<file path="src/rtl/clktree_pkg.sv">
package clktree_pkg;
   localparam int NDOM    = 8;
   localparam int D_CPU   = 0;
   localparam int D_BUS   = 1;
   localparam int D_PERI  = 2;
   localparam int D_EXT   = 3;
   localparam int D_CHAN  = 4;
   localparam int D_PCI   = 5;
   localparam int D_UART0 = 6;
   localparam int D_UART1 = 7;

   localparam int unsigned RA_DIV   = 0;
   localparam int unsigned RA_PLL   = 1;
   localparam int unsigned RA_UART  = 2;
   localparam int unsigned RA_STRAP = 3;
   localparam int unsigned RA_ID    = 4;

   localparam logic [31:0] DIV_WMASK  = 32'h0063_3333;
   localparam logic [31:0] PLL_WMASK  = 32'hC0F7_3FFF;
   localparam logic [31:0] UART_WMASK = 32'h003F_7F7F;
   localparam logic [31:0] DIV_RST    = 32'h0002_1002;
   localparam logic [31:0] PLL_RST    = 32'h80A5_52BE;
   localparam logic [31:0] UART_RST   = 32'h0000_4646;

   function automatic logic pll_in_use(input logic [31:0] r);
      return r[31] & ~r[30];
   endfunction

   function automatic logic [4:0] mult_of(input logic [3:0] f);
      return (f == 4'd0) ? 5'd16 : {1'b0, f};
   endfunction

   function automatic logic [3:0] fwd_of(input logic [2:0] f);
      return 4'd8 - {1'b0, f};
   endfunction

   function automatic logic [7:0] uart_of(input logic [6:0] f);
      return (f == 7'd0) ? 8'd128 : {1'b0, f};
   endfunction
endpackage

</file>
<file path="src/rtl/clktree_regs.sv">
module clktree_regs
   import clktree_pkg::*;
#(
   parameter int          ADDR_W     = 3,
   parameter logic [31:0] ID_VALUE   = 32'h4C0C_0A51,
   parameter logic [31:0] STRAP_INIT = 32'h0000_0010
) (
   input  logic              clk,
   input  logic              rst_n,
   input  logic              bus_en,
   input  logic              bus_wr,
   input  logic [ADDR_W-1:0] bus_addr,
   input  logic [31:0]       bus_wdata,
   output logic [31:0]       bus_rdata,
   output logic [31:0]       div_q,
   output logic [31:0]       pll_q,
   output logic [31:0]       uart_q,
   output logic              cfg_write
);
   localparam logic LOCK_RST = pll_in_use(PLL_RST) ? 1'b1 : STRAP_INIT[0];

   if (ADDR_W < 3) begin : g_chk_addr
      $error("clktree_regs: ADDR_W must cover five registers");
   end

   logic wr_hit, hit_div, hit_pll, hit_uart, lock_q;

   assign wr_hit    = bus_en & bus_wr;
   assign hit_div   = wr_hit && (bus_addr == ADDR_W'(RA_DIV));
   assign hit_pll   = wr_hit && (bus_addr == ADDR_W'(RA_PLL));
   assign hit_uart  = wr_hit && (bus_addr == ADDR_W'(RA_UART));
   assign cfg_write = hit_div | hit_pll | hit_uart;

   always_ff @(posedge clk or negedge rst_n) begin
      if (!rst_n) begin
         div_q  <= DIV_RST;
         pll_q  <= PLL_RST;
         uart_q <= UART_RST;
      end else begin
         if (hit_div)  div_q  <= bus_wdata & DIV_WMASK;
         if (hit_pll)  pll_q  <= bus_wdata & PLL_WMASK;
         if (hit_uart) uart_q <= bus_wdata & UART_WMASK;
      end
   end

   always_ff @(posedge clk or negedge rst_n) begin
      if (!rst_n)                  lock_q <= LOCK_RST;
      else if (pll_in_use(pll_q))  lock_q <= 1'b1;
      else if (pll_q[30])          lock_q <= 1'b0;
   end

   always_comb begin
      bus_rdata = '0;
      if (bus_en && !bus_wr) begin
         case (bus_addr)
            ADDR_W'(RA_DIV):   bus_rdata = div_q;
            ADDR_W'(RA_PLL):   bus_rdata = pll_q;
            ADDR_W'(RA_UART):  bus_rdata = uart_q;
            ADDR_W'(RA_STRAP): bus_rdata = {STRAP_INIT[31:1], lock_q};
            ADDR_W'(RA_ID):    bus_rdata = ID_VALUE;
            default:           bus_rdata = '0;
         endcase
      end
   end

   // stored value is the masked write data
   p_div_mask_r2: assert property (@(posedge clk) disable iff (!rst_n)
      hit_div |=> div_q == ($past(bus_wdata) & DIV_WMASK));

   // writes to read-only words leave the writable registers alone
   p_ro_noeffect_r3: assert property (@(posedge clk) disable iff (!rst_n)
      (wr_hit && (bus_addr == ADDR_W'(RA_STRAP) || bus_addr == ADDR_W'(RA_ID)))
      |=> ($stable(div_q) && $stable(pll_q) && $stable(uart_q)));

   // lock follows the PLL register one cycle later
   p_lock_set_r8: assert property (@(posedge clk) disable iff (!rst_n)
      pll_in_use(pll_q) |=> lock_q);

   p_lock_clr_r8: assert property (@(posedge clk) disable iff (!rst_n)
      pll_q[30] |=> !lock_q);
endmodule

</file>
<file path="src/rtl/clktree_decode.sv">
module clktree_decode
   import clktree_pkg::*;
#(
   parameter longint unsigned SYSCLK_HZ  = 64'd33_333_333,
   parameter longint unsigned VCO_MIN_HZ = 64'd500_000_000,
   parameter longint unsigned VCO_MAX_HZ = 64'd1_000_000_000,
   parameter int              CNT_W      = 8
) (
   input  logic [31:0]                 div_q,
   input  logic [31:0]                 pll_q,
   input  logic [31:0]                 uart_q,
   output logic                        pll_used,
   output logic                        vco_fault,
   output logic [4:0]                  fb_mult,
   output logic [3:0]                  fwd_div,
   output logic [NDOM-1:0][CNT_W-1:0]  stage_div,
   output logic [NDOM-1:0][CNT_W-1:0]  cum_div
);
   if (CNT_W < 8) begin : g_chk_cnt
      $error("clktree_decode: CNT_W must hold a ratio of 128");
   end
   if (VCO_MIN_HZ >= VCO_MAX_HZ) begin : g_chk_vco
      $error("clktree_decode: VCO window is empty");
   end

   logic [63:0]      vco_hz;
   logic [CNT_W-1:0] bus_tot;
   logic             unused_bits;

   assign unused_bits = ^{div_q[31:22], div_q[19:18], div_q[15:14], div_q[11:10],
                          div_q[7:6], div_q[3:2], pll_q[29:24], pll_q[19],
                          pll_q[15:0], uart_q[31:15], uart_q[7]};

   assign pll_used  = pll_in_use(pll_q);
   assign fb_mult   = mult_of(pll_q[23:20]);
   assign fwd_div   = fwd_of(pll_q[18:16]);
   assign vco_hz    = 64'(SYSCLK_HZ) * 64'(fb_mult) * 64'(fwd_div);
   assign vco_fault = pll_used && ((vco_hz < 64'(VCO_MIN_HZ)) || (vco_hz > 64'(VCO_MAX_HZ)));

   assign stage_div[D_CPU]   = CNT_W'(div_q[21:20]) + CNT_W'(1);
   assign stage_div[D_BUS]   = CNT_W'(div_q[17:16]) + CNT_W'(1);
   assign stage_div[D_PERI]  = CNT_W'(div_q[13:12]) + CNT_W'(1);
   assign stage_div[D_EXT]   = CNT_W'(div_q[9:8])   + CNT_W'(2);
   assign stage_div[D_CHAN]  = CNT_W'(div_q[5:4])   + CNT_W'(1);
   assign stage_div[D_PCI]   = CNT_W'(div_q[1:0])   + CNT_W'(1);
   assign stage_div[D_UART0] = CNT_W'(uart_of(uart_q[6:0]));
   assign stage_div[D_UART1] = CNT_W'(uart_of(uart_q[14:8]));

   assign bus_tot          = stage_div[D_CPU] * stage_div[D_BUS];
   assign cum_div[D_CPU]   = stage_div[D_CPU];
   assign cum_div[D_BUS]   = bus_tot;
   for (genvar g = D_PERI; g <= D_PCI; g++) begin : g_bus_child
      assign cum_div[g] = bus_tot * stage_div[g];
   end
   assign cum_div[D_UART0] = stage_div[D_UART0];
   assign cum_div[D_UART1] = stage_div[D_UART1];
endmodule

</file>
<file path="src/rtl/clktree_tick.sv">
module clktree_tick #(
   parameter int CNT_W = 8
) (
   input  logic             clk,
   input  logic             rst_n,
   input  logic             restart,
   input  logic [CNT_W-1:0] ratio,
   output logic             tick
);
   logic [CNT_W-1:0] cnt_q;

   assign tick = (cnt_q >= ratio - CNT_W'(1));

   always_ff @(posedge clk or negedge rst_n) begin
      if (!rst_n)       cnt_q <= '0;
      else if (restart) cnt_q <= '0;
      else if (tick)    cnt_q <= '0;
      else              cnt_q <= cnt_q + CNT_W'(1);
   end

   // count stays inside the period
   p_cnt_range_r11: assert property (@(posedge clk) disable iff (!rst_n)
      cnt_q < ratio);

   // no back-to-back pulses for ratios above one
   p_gap_r11: assert property (@(posedge clk) disable iff (!rst_n)
      (tick && !restart && ratio > CNT_W'(1)) |=> !tick);

   // restart returns the counter to the start of a period
   p_restart_r12: assert property (@(posedge clk) disable iff (!rst_n)
      restart |=> cnt_q == '0);
endmodule

</file>
<file path="src/rtl/clktree_cfg.sv">
module clktree_cfg
   import clktree_pkg::*;
#(
   parameter int              ADDR_W     = 3,
   parameter int              CNT_W      = 8,
   parameter longint unsigned SYSCLK_HZ  = 64'd33_333_333,
   parameter longint unsigned VCO_MIN_HZ = 64'd500_000_000,
   parameter longint unsigned VCO_MAX_HZ = 64'd1_000_000_000,
   parameter logic [31:0]     ID_VALUE   = 32'h4C0C_0A51,
   parameter logic [31:0]     STRAP_INIT = 32'h0000_0010
) (
   input  logic                       clk,
   input  logic                       rst_n,
   input  logic                       dcr_en,
   input  logic                       dcr_wr,
   input  logic [ADDR_W-1:0]          dcr_addr,
   input  logic [31:0]                dcr_wdata,
   output logic [31:0]                dcr_rdata,
   output logic                       pll_active,
   output logic                       vco_fault,
   output logic [4:0]                 fb_mult,
   output logic [3:0]                 fwd_div,
   output logic [NDOM-1:0][CNT_W-1:0] stage_div,
   output logic [NDOM-1:0]            tick_en
);
   logic [31:0]                div_q, pll_q, uart_q;
   logic                       cfg_write;
   logic [NDOM-1:0][CNT_W-1:0] cum_div;

   clktree_regs #(
      .ADDR_W(ADDR_W), .ID_VALUE(ID_VALUE), .STRAP_INIT(STRAP_INIT)
   ) regs_i (
      .clk(clk), .rst_n(rst_n), .bus_en(dcr_en), .bus_wr(dcr_wr),
      .bus_addr(dcr_addr), .bus_wdata(dcr_wdata), .bus_rdata(dcr_rdata),
      .div_q(div_q), .pll_q(pll_q), .uart_q(uart_q), .cfg_write(cfg_write)
   );

   clktree_decode #(
      .SYSCLK_HZ(SYSCLK_HZ), .VCO_MIN_HZ(VCO_MIN_HZ),
      .VCO_MAX_HZ(VCO_MAX_HZ), .CNT_W(CNT_W)
   ) dec_i (
      .div_q(div_q), .pll_q(pll_q), .uart_q(uart_q),
      .pll_used(pll_active), .vco_fault(vco_fault),
      .fb_mult(fb_mult), .fwd_div(fwd_div),
      .stage_div(stage_div), .cum_div(cum_div)
   );

   for (genvar d = 0; d < NDOM; d++) begin : g_dom
      clktree_tick #(.CNT_W(CNT_W)) tick_i (
         .clk(clk), .rst_n(rst_n), .restart(cfg_write),
         .ratio(cum_div[d]), .tick(tick_en[d])
      );
   end

   // bypass never reports a VCO fault
   p_bypass_novco_r7: assert property (@(posedge clk) disable iff (!rst_n)
      !pll_active |-> !vco_fault);

   // the multiplier is never zero
   p_mult_nonzero_r5: assert property (@(posedge clk) disable iff (!rst_n)
      fb_mult != 5'd0);
endmodule

</file>
<file path="config.mk">
export PLATFORM = sky130hd
export DESIGN_NAME = clktree_cfg
export DESIGN_NICKNAME = d
export VERILOG_FILES = /design/src/rtl/clktree_pkg.sv /design/src/rtl/clktree_regs.sv /design/src/rtl/clktree_decode.sv /design/src/rtl/clktree_tick.sv /design/src/rtl/clktree_cfg.sv
export SDC_FILE = /design/constraint.sdc
export NUM_CORES = 1
export LEC_CHECK = 0
export BUFFER_PORTS_ARGS = -buffer_cell sky130_fd_sc_hd__buf_4
export CAP_MARGIN = 20
export CORE_UTILIZATION = 60
export CTS_CLUSTER_DIAMETER = 200
export DETAILED_ROUTE_END_ITERATION = 8
export PLACE_DENSITY_LB_ADDON = 0.2
export REMOVE_ABC_BUFFERS = 1
export SLEW_MARGIN = 20
export SYNTH_ARGS = -nofsm -noshare
export SYNTH_HDL_FRONTEND = slang
export SYNTH_SLANG_ARGS = --single-unit
</file>
<file path="constraint.sdc">
create_clock -name clk -period 8.9 [get_ports clk]
set_input_delay 0.89 -clock clk [delete_from_list [all_inputs] [get_ports clk]]
set_output_delay 0.89 -clock clk [all_outputs]
set_load 0.01 [all_outputs]
</file>
# Word-level counts from Yosys, hierarchy flattened
# Index checks and enable logic that the tools add are counted.
dict set report op_classes {
  n_addsub 23
  multipliers 7
  n_lt_le_gt_ge 10
  eq_ne 4
  muxes 23
  n_bitwise 5
  n_reduce_logical 12
}
# operator n
set ops {}
lappend ops {{one-hot mux 32 bit (5 select lines)} 1}
lappend ops {{two-way mux 8 bit} 18}
lappend ops {{adder 8 x 1 -> 8 bit, second input constant} 8}
lappend ops {{>= comparator 8 bit} 8}
lappend ops {{subtractor 8 x 1 -> 8 bit, second input constant} 7}
lappend ops {{multiplier 8 x 8 -> 8 bit} 5}
lappend ops {{> comparator 34 x 30 -> 1 bit, second input constant} 1}
lappend ops {{< comparator 34 x 29 -> 1 bit, second input constant} 1}
lappend ops {{multiplier 30 x 4 -> 34 bit} 1}
lappend ops {{two-way mux 32 bit} 1}
lappend ops {{multiplier 25 x 5 -> 30 bit, first input constant} 1}
lappend ops {{adder 2 x 1 -> 3 bit, second input constant} 5}
lappend ops {{zero test 7 bit} 2}
lappend ops {{== test 3 x 2 -> 1 bit, second input constant} 2}
lappend ops {{logical AND 1 bit} 5}
lappend ops {{two-way mux 5 bit} 1}
lappend ops {{zero test 4 bit} 1}
lappend ops {{subtractor 3 x 1 -> 4 bit, second input constant} 1}
lappend ops {{subtractor 4 x 3 -> 4 bit, first input constant} 1}
lappend ops {{adder 2 x 2 -> 3 bit, second input constant} 1}
lappend ops {{== test 3 x 1 -> 1 bit, second input constant} 1}
lappend ops {{== test 3 bit, second input constant} 1}
lappend ops {{zero test 3 bit} 1}
lappend ops {{AND 1 bit} 2}
lappend ops {{other kinds (6)} 8}
dict set report word_totals {
  register_bits 121
  in_bits 39
  out_inout_bits 115
  wordCells 96
}

# Logic depth before layout (Yosys ltp)
dict set report logic_depth {
  ltp_word 7
  depth_mapped 36
  mapped_depth_nobuf 34
}

# Modules after synthesis
# From an unflattened synthesis, not the netlist that was laid out.
dict set report hier_totals {
  cells_unflattened 1926
  hier_area_um2 16294.4
}
# module instances cells_per_inst area_each_um2 seq_area_each_um2
set modules_own_cells {}
lappend modules_own_cells {clktree_decode 1 1079 7941.4 0.0}
lappend modules_own_cells {clktree_tick 8 72 655.6 200.2}
lappend modules_own_cells {clktree_regs 1 271 3108.0 1456.4}

# Least setup slack after synthesis
# OpenSTA, ideal clock, no wires.
dict set report synth_timing {
  path_kind {register to output}
  start {reg regs_i.pll_q[23]}
  end {out vco_fault}
  t_arrival_ns 7.276
  path_slack_ns 0.734
  stages_incl_launch_ff 33
  n_path_buf 3
  path_cell_list {dfstp_2 -> clkbuf_1 -> inv_1 -> ha_1 -> and3_1 -> clkbuf_1 -> nand2b_1 -> inv_1 -> fa_1 -> fa_1 -> inv_1 -> ha_1 -> inv_1 -> o21bai_1 -> a21oi_1 -> xnor2_1 -> nor2_1 -> fa_1 -> inv_1 -> fa_1 -> inv_1 -> ha_1 -> clkbuf_1 -> a21o_1 -> a21o_1 -> a21o_1 -> o21bai_1 -> a21oi_1 -> o311ai_0 -> nor4_1 -> a21bo_2 -> or4_1 -> a41oi_2}
}
dict set report synth_via {
  elab_chain_len 7
  word_cells_on_any_way 8
  classes_between {2 x mul; 2 x order compare; 1 x mux; 3 x reduce/logical}
}
# element line
set synth_lines {}
lappend synth_lines {{from (decl)} clktree_regs.sv:16} ;# output logic [31:0] pll_q,
lappend synth_lines {{from (signal assigned)} clktree_regs.sv:41} ;# if (hit_pll) pll_q <= bus_wdata & PLL_WMASK;
lappend synth_lines {{zero test 4 bit (*)} clktree_pkg.sv:30} ;# return (f == 4'd0) ? 5'd16 : {1'b0, f};
lappend synth_lines {{two-way mux 5 bit (*)} clktree_pkg.sv:30}
lappend synth_lines {{via fb_mult[4]} clktree_cfg.sv:21} ;# output logic [4:0] fb_mult,
lappend synth_lines {{multiplier 25 x 5 -> 30 bit (*)} clktree_decode.sv:37} ;# assign vco_hz = 64'(SYSCLK_HZ) * 64'(fb_mult) * 64'(fwd_div);
lappend synth_lines {{multiplier 30 x 4 -> 34 bit (*)} clktree_decode.sv:37}
lappend synth_lines {{< comparator 34 x 29 -> 1 bit or > comparator 34 x 30 -> 1 bit (tied branches)} clktree_decode.sv:38} ;# assign vco_fault = pll_used && ((vco_hz < 64'(VCO_MIN_HZ)) || (vco_hz > 64'(VCO_MAX_HZ)));
lappend synth_lines {{logical OR 1 bit (*)} clktree_decode.sv:38}
lappend synth_lines {{logical AND 1 bit (*)} clktree_decode.sv:38}
lappend synth_lines {{to (decl)} clktree_cfg.sv:20} ;# output logic vco_fault,
# The timed path passes the listed nets; every way through them passes the cells marked *.

# Worst setup path in the final report
dict set report layout_timing {
  start {reg regs_i.pll_q[23]}
  end {out vco_fault}
}
dict set report layout_via {
  elab_chain_len 7
  word_cells_on_any_way 8
  classes_between {2 x mul; 2 x order compare; 1 x mux; 3 x reduce/logical}
}
# element line
set layout_lines {}
lappend layout_lines {{zero test 4 bit} clktree_pkg.sv:30}
lappend layout_lines {{two-way mux 5 bit (*)} clktree_pkg.sv:30}
lappend layout_lines {{multiplier 25 x 5 -> 30 bit (*)} clktree_decode.sv:37}
lappend layout_lines {{multiplier 30 x 4 -> 34 bit (*)} clktree_decode.sv:37}
lappend layout_lines {{< comparator 34 x 29 -> 1 bit or > comparator 34 x 30 -> 1 bit (tied branches)} clktree_decode.sv:38}
lappend layout_lines {{logical OR 1 bit (*)} clktree_decode.sv:38}
lappend layout_lines {{logical AND 1 bit (*)} clktree_decode.sv:38}
# Mark *: on every way between the ends. The rest lies on a longest branch, timed or not.

==> reports/metrics.csv <==
metric,value,unit
nNetsFinal,2110,
cts_inserted_buffers,17,
grt_overflow_total,0,
synth.area.top_cells,"dfrtp_1 17%, ha_1 17%, fa_1 11%",
grt.total_usage,27.4,%
detail-route-antenna-nets,0,
start_util,61.6,%
critical_path_class,flop to output pin,
fin_crit_sh,95.1,%
h-tree-depth,4,
cts_tree,yes,
critPathArrivalTime,7.57,ns
synth_flop_cell,dfrtp_1,
hpwl,25900,um
ys_ff_latch,121,
cts_hold_buffers,0,
async_reset_ff_share,100,%
synth_top_area_share,16.7,%
fill_cells,1916,
grt_pass1_wl,54300,um
synth_area_leader_cell,dfrtp_1,
syn_avg_cell_area,8.50,um2
fin_setup_tns,0,ns
die_w,158,um
rsz0062_at_grt,no,
post-route-min-period,8.46,ns
die_h,158,um
finalWirelength,33400,um
cts-root-buf,clkbuf_16,
fmax,0.118,GHz
worstPathMaxFanout,8,
seq_area_frac_synth,21.0,%
clkTransAtPathRegs,0.06,ns
clock-skew-final,0.00683,ns
end_kind,output pin,
drive_above_1_share,15.9,%
num_antenna_cells,0,
grt_max_degree,64,
yosys-top-cells-count,"216 x inv_1, 192 x ha_1, 167 x nor2_1",
grt_use_met1,34.7,%
slew_headroom,46.9,%
required,8.01,ns
antenna_found_initial,0,
setup_viol,0,
portBuffers,109,
cap_violations,0,
tightest_slew,0.797,ns
syn2layout_area_growth,11.8,%
top_usage_layer,met2,
cp-startpoint,regs_i.pll_q[23]$_DFFE_PN1P_,
place.gp.congestion,0.877,
cp.depth,33,
num_rows,56,
drtIter0Drc,696,
timing.rr.end,g_dom[5].tick_i.cnt_q[5]$_DFF_PN0_,
hold_path.class,flop to flop,
synthMostInstantiatedCell,inv_1,
cpMaxStageDelayCell,dfstp_2,
syn-cell-area,14500,um2
clock-sinks,121,
synth_cell_type_count,72,
crit_buf_inv,5,
cts.path.max_buffers,2,
timing.hold.ws,0.462,ns
detail_route.vias_per_cell,5.56,
ys_warn_count,0,
reg2reg_from,regs_i.div_q[16]$_DFFE_PN0P_,
num_vias,11832,
die_area,24900,um2
synth-edff-count,0,
use_met3,3.70,%
grtUsageMet2,48.4,%
critical_path.top_delay_family,adder cells,
status,"complete, no violations",
maxSlewViolCount,0,
dr.pass1.iters,7,
grt_pass1_vias,11468,
synthCells,1711,
hold_viol,0,
wl_per_cell,15.7,um
rr_worst_depth,19,
start_kind,flop,
max_stage_delay,0.59,ns
drc,0,
crit_path_end,vco_fault,
core_area,23600,um2
io_pins,154,
clock_latency,0.43,ns
rrSetupSlack,3.46,ns
worst min-delay path by stage:
stage                                       startpoint                        end  slack (ns)  depth (start not counted)
after floorplan           regs_i.pll_q[30]$_DFFE_PN0P_  regs_i.lock_q$_DFFE_PN1P_        0.40                          1
after global placement    regs_i.pll_q[30]$_DFFE_PN0P_  regs_i.lock_q$_DFFE_PN1P_        0.44                          1
after detailed placement  regs_i.pll_q[30]$_DFFE_PN0P_  regs_i.lock_q$_DFFE_PN1P_        0.45                          1
after CTS                 regs_i.pll_q[30]$_DFFE_PN0P_  regs_i.lock_q$_DFFE_PN1P_        0.46                          1
after global routing      regs_i.pll_q[30]$_DFFE_PN0P_  regs_i.lock_q$_DFFE_PN1P_        0.48                          1
final                     regs_i.pll_q[30]$_DFFE_PN0P_  regs_i.lock_q$_DFFE_PN1P_        0.46                          1
cells in the final DEF (no fill, tap or decap), types with 4 or more instances in the layout:
master,Yosys,layout
dfrtp_1,97,96
inv_1,216,213
clkbuf_16,0,17
xnor2_1,45,43
ha_1,192,189
a21oi_1,77,74
o211ai_1,4,4
nor2_1,167,166
nor3_1,27,24
mux2_2,41,41
buf_4,50,135
a31oi_1,13,12
a22oi_1,6,6
o21ai_0,43,43
nor4_1,8,6
a211oi_1,5,4
nor2b_1,21,21
o21a_1,8,8
conb_1,2,45
fa_1,82,82
or2_2,11,11
inv_8,0,4
and3_1,39,37
xor2_1,72,70
nand2_1,140,140
mux2i_1,12,12
dfstp_2,24,24
nand2b_1,19,18
or3_1,7,7
o21bai_1,18,18
nand4_1,4,4
and2_1,23,23
nand3_1,52,52
inv_6,0,4
a21o_1,71,71
routing by layer:
| metal | vias to the layer above | wire length [um] |
|---|---|---|
| met2 | 287 | 16600 |
| met5 | - | 0 |
| met1 | 5724 | 14700 |
| met4 | 0 | 646 |
| met3 | 49 | 1480 |
| li1 | 5772 | - |
final cells by class:
type | count | area, um2 | area share (%)
Inverter | 217 | 815 | 5.01
Multi-Input combinational cell | 1305 | 10400 | 63.8
Clock buffer | 17 | 425 | 2.62
Timing Repair Buffer | 135 | 1010 | 6.23
Tap cell | 319 | 399 | 2.45
Clock inverter | 15 | 181 | 1.12
Sequential cell | 121 | 3060 | 18.8
flip-flops by register name, summed over array words and instances, names as in the netlist:
register / flops
g_dom.tick_i.cnt_q: 64
regs_i.div_q: 12
regs_i.lock_q: 1
regs_i.pll_q: 24
regs_i.uart_q: 20
per-stage QoR:
| stage | std cells | utilization, % | area, um2 | setup WS, ns |
|---|---|---|---|---|
| detailed placement | 2086 | 65.4 | 15400 | 0.285 |
| global placement | 2086 | 65.4 | 15400 | 0.474 |
| global route | 2129 | 68.9 | 16300 | 0.00164 |
| CTS | 2120 | 68.1 | 16100 | 0.0115 |
| finish | 2129 | 68.9 | 16300 | 0.439 |
| floorplan | 1643 | - | 14100 | 0.949 |
kinds of logic after synthesis:
kind of cell	after synthesis	synth area share, %
compound gates	286	13.3
xor+xnor	117	7.04
fa+ha+maj	274	27.8
buf+inv	328	9.82
flops	121	21.0
mux	53	4.00
other cells	2	0.0516
simple gates	530	17.0
repair_timing:
action                     4_1_cts  5_1_grt
gates resized for setup          3       26
pin swaps                        2       10
setup endpoints to repair        1        1
setup buffers                    2        9
Power is not shown: default switching activity piles up to over one toggle a cycle in this logic, so the estimate is an artifact.
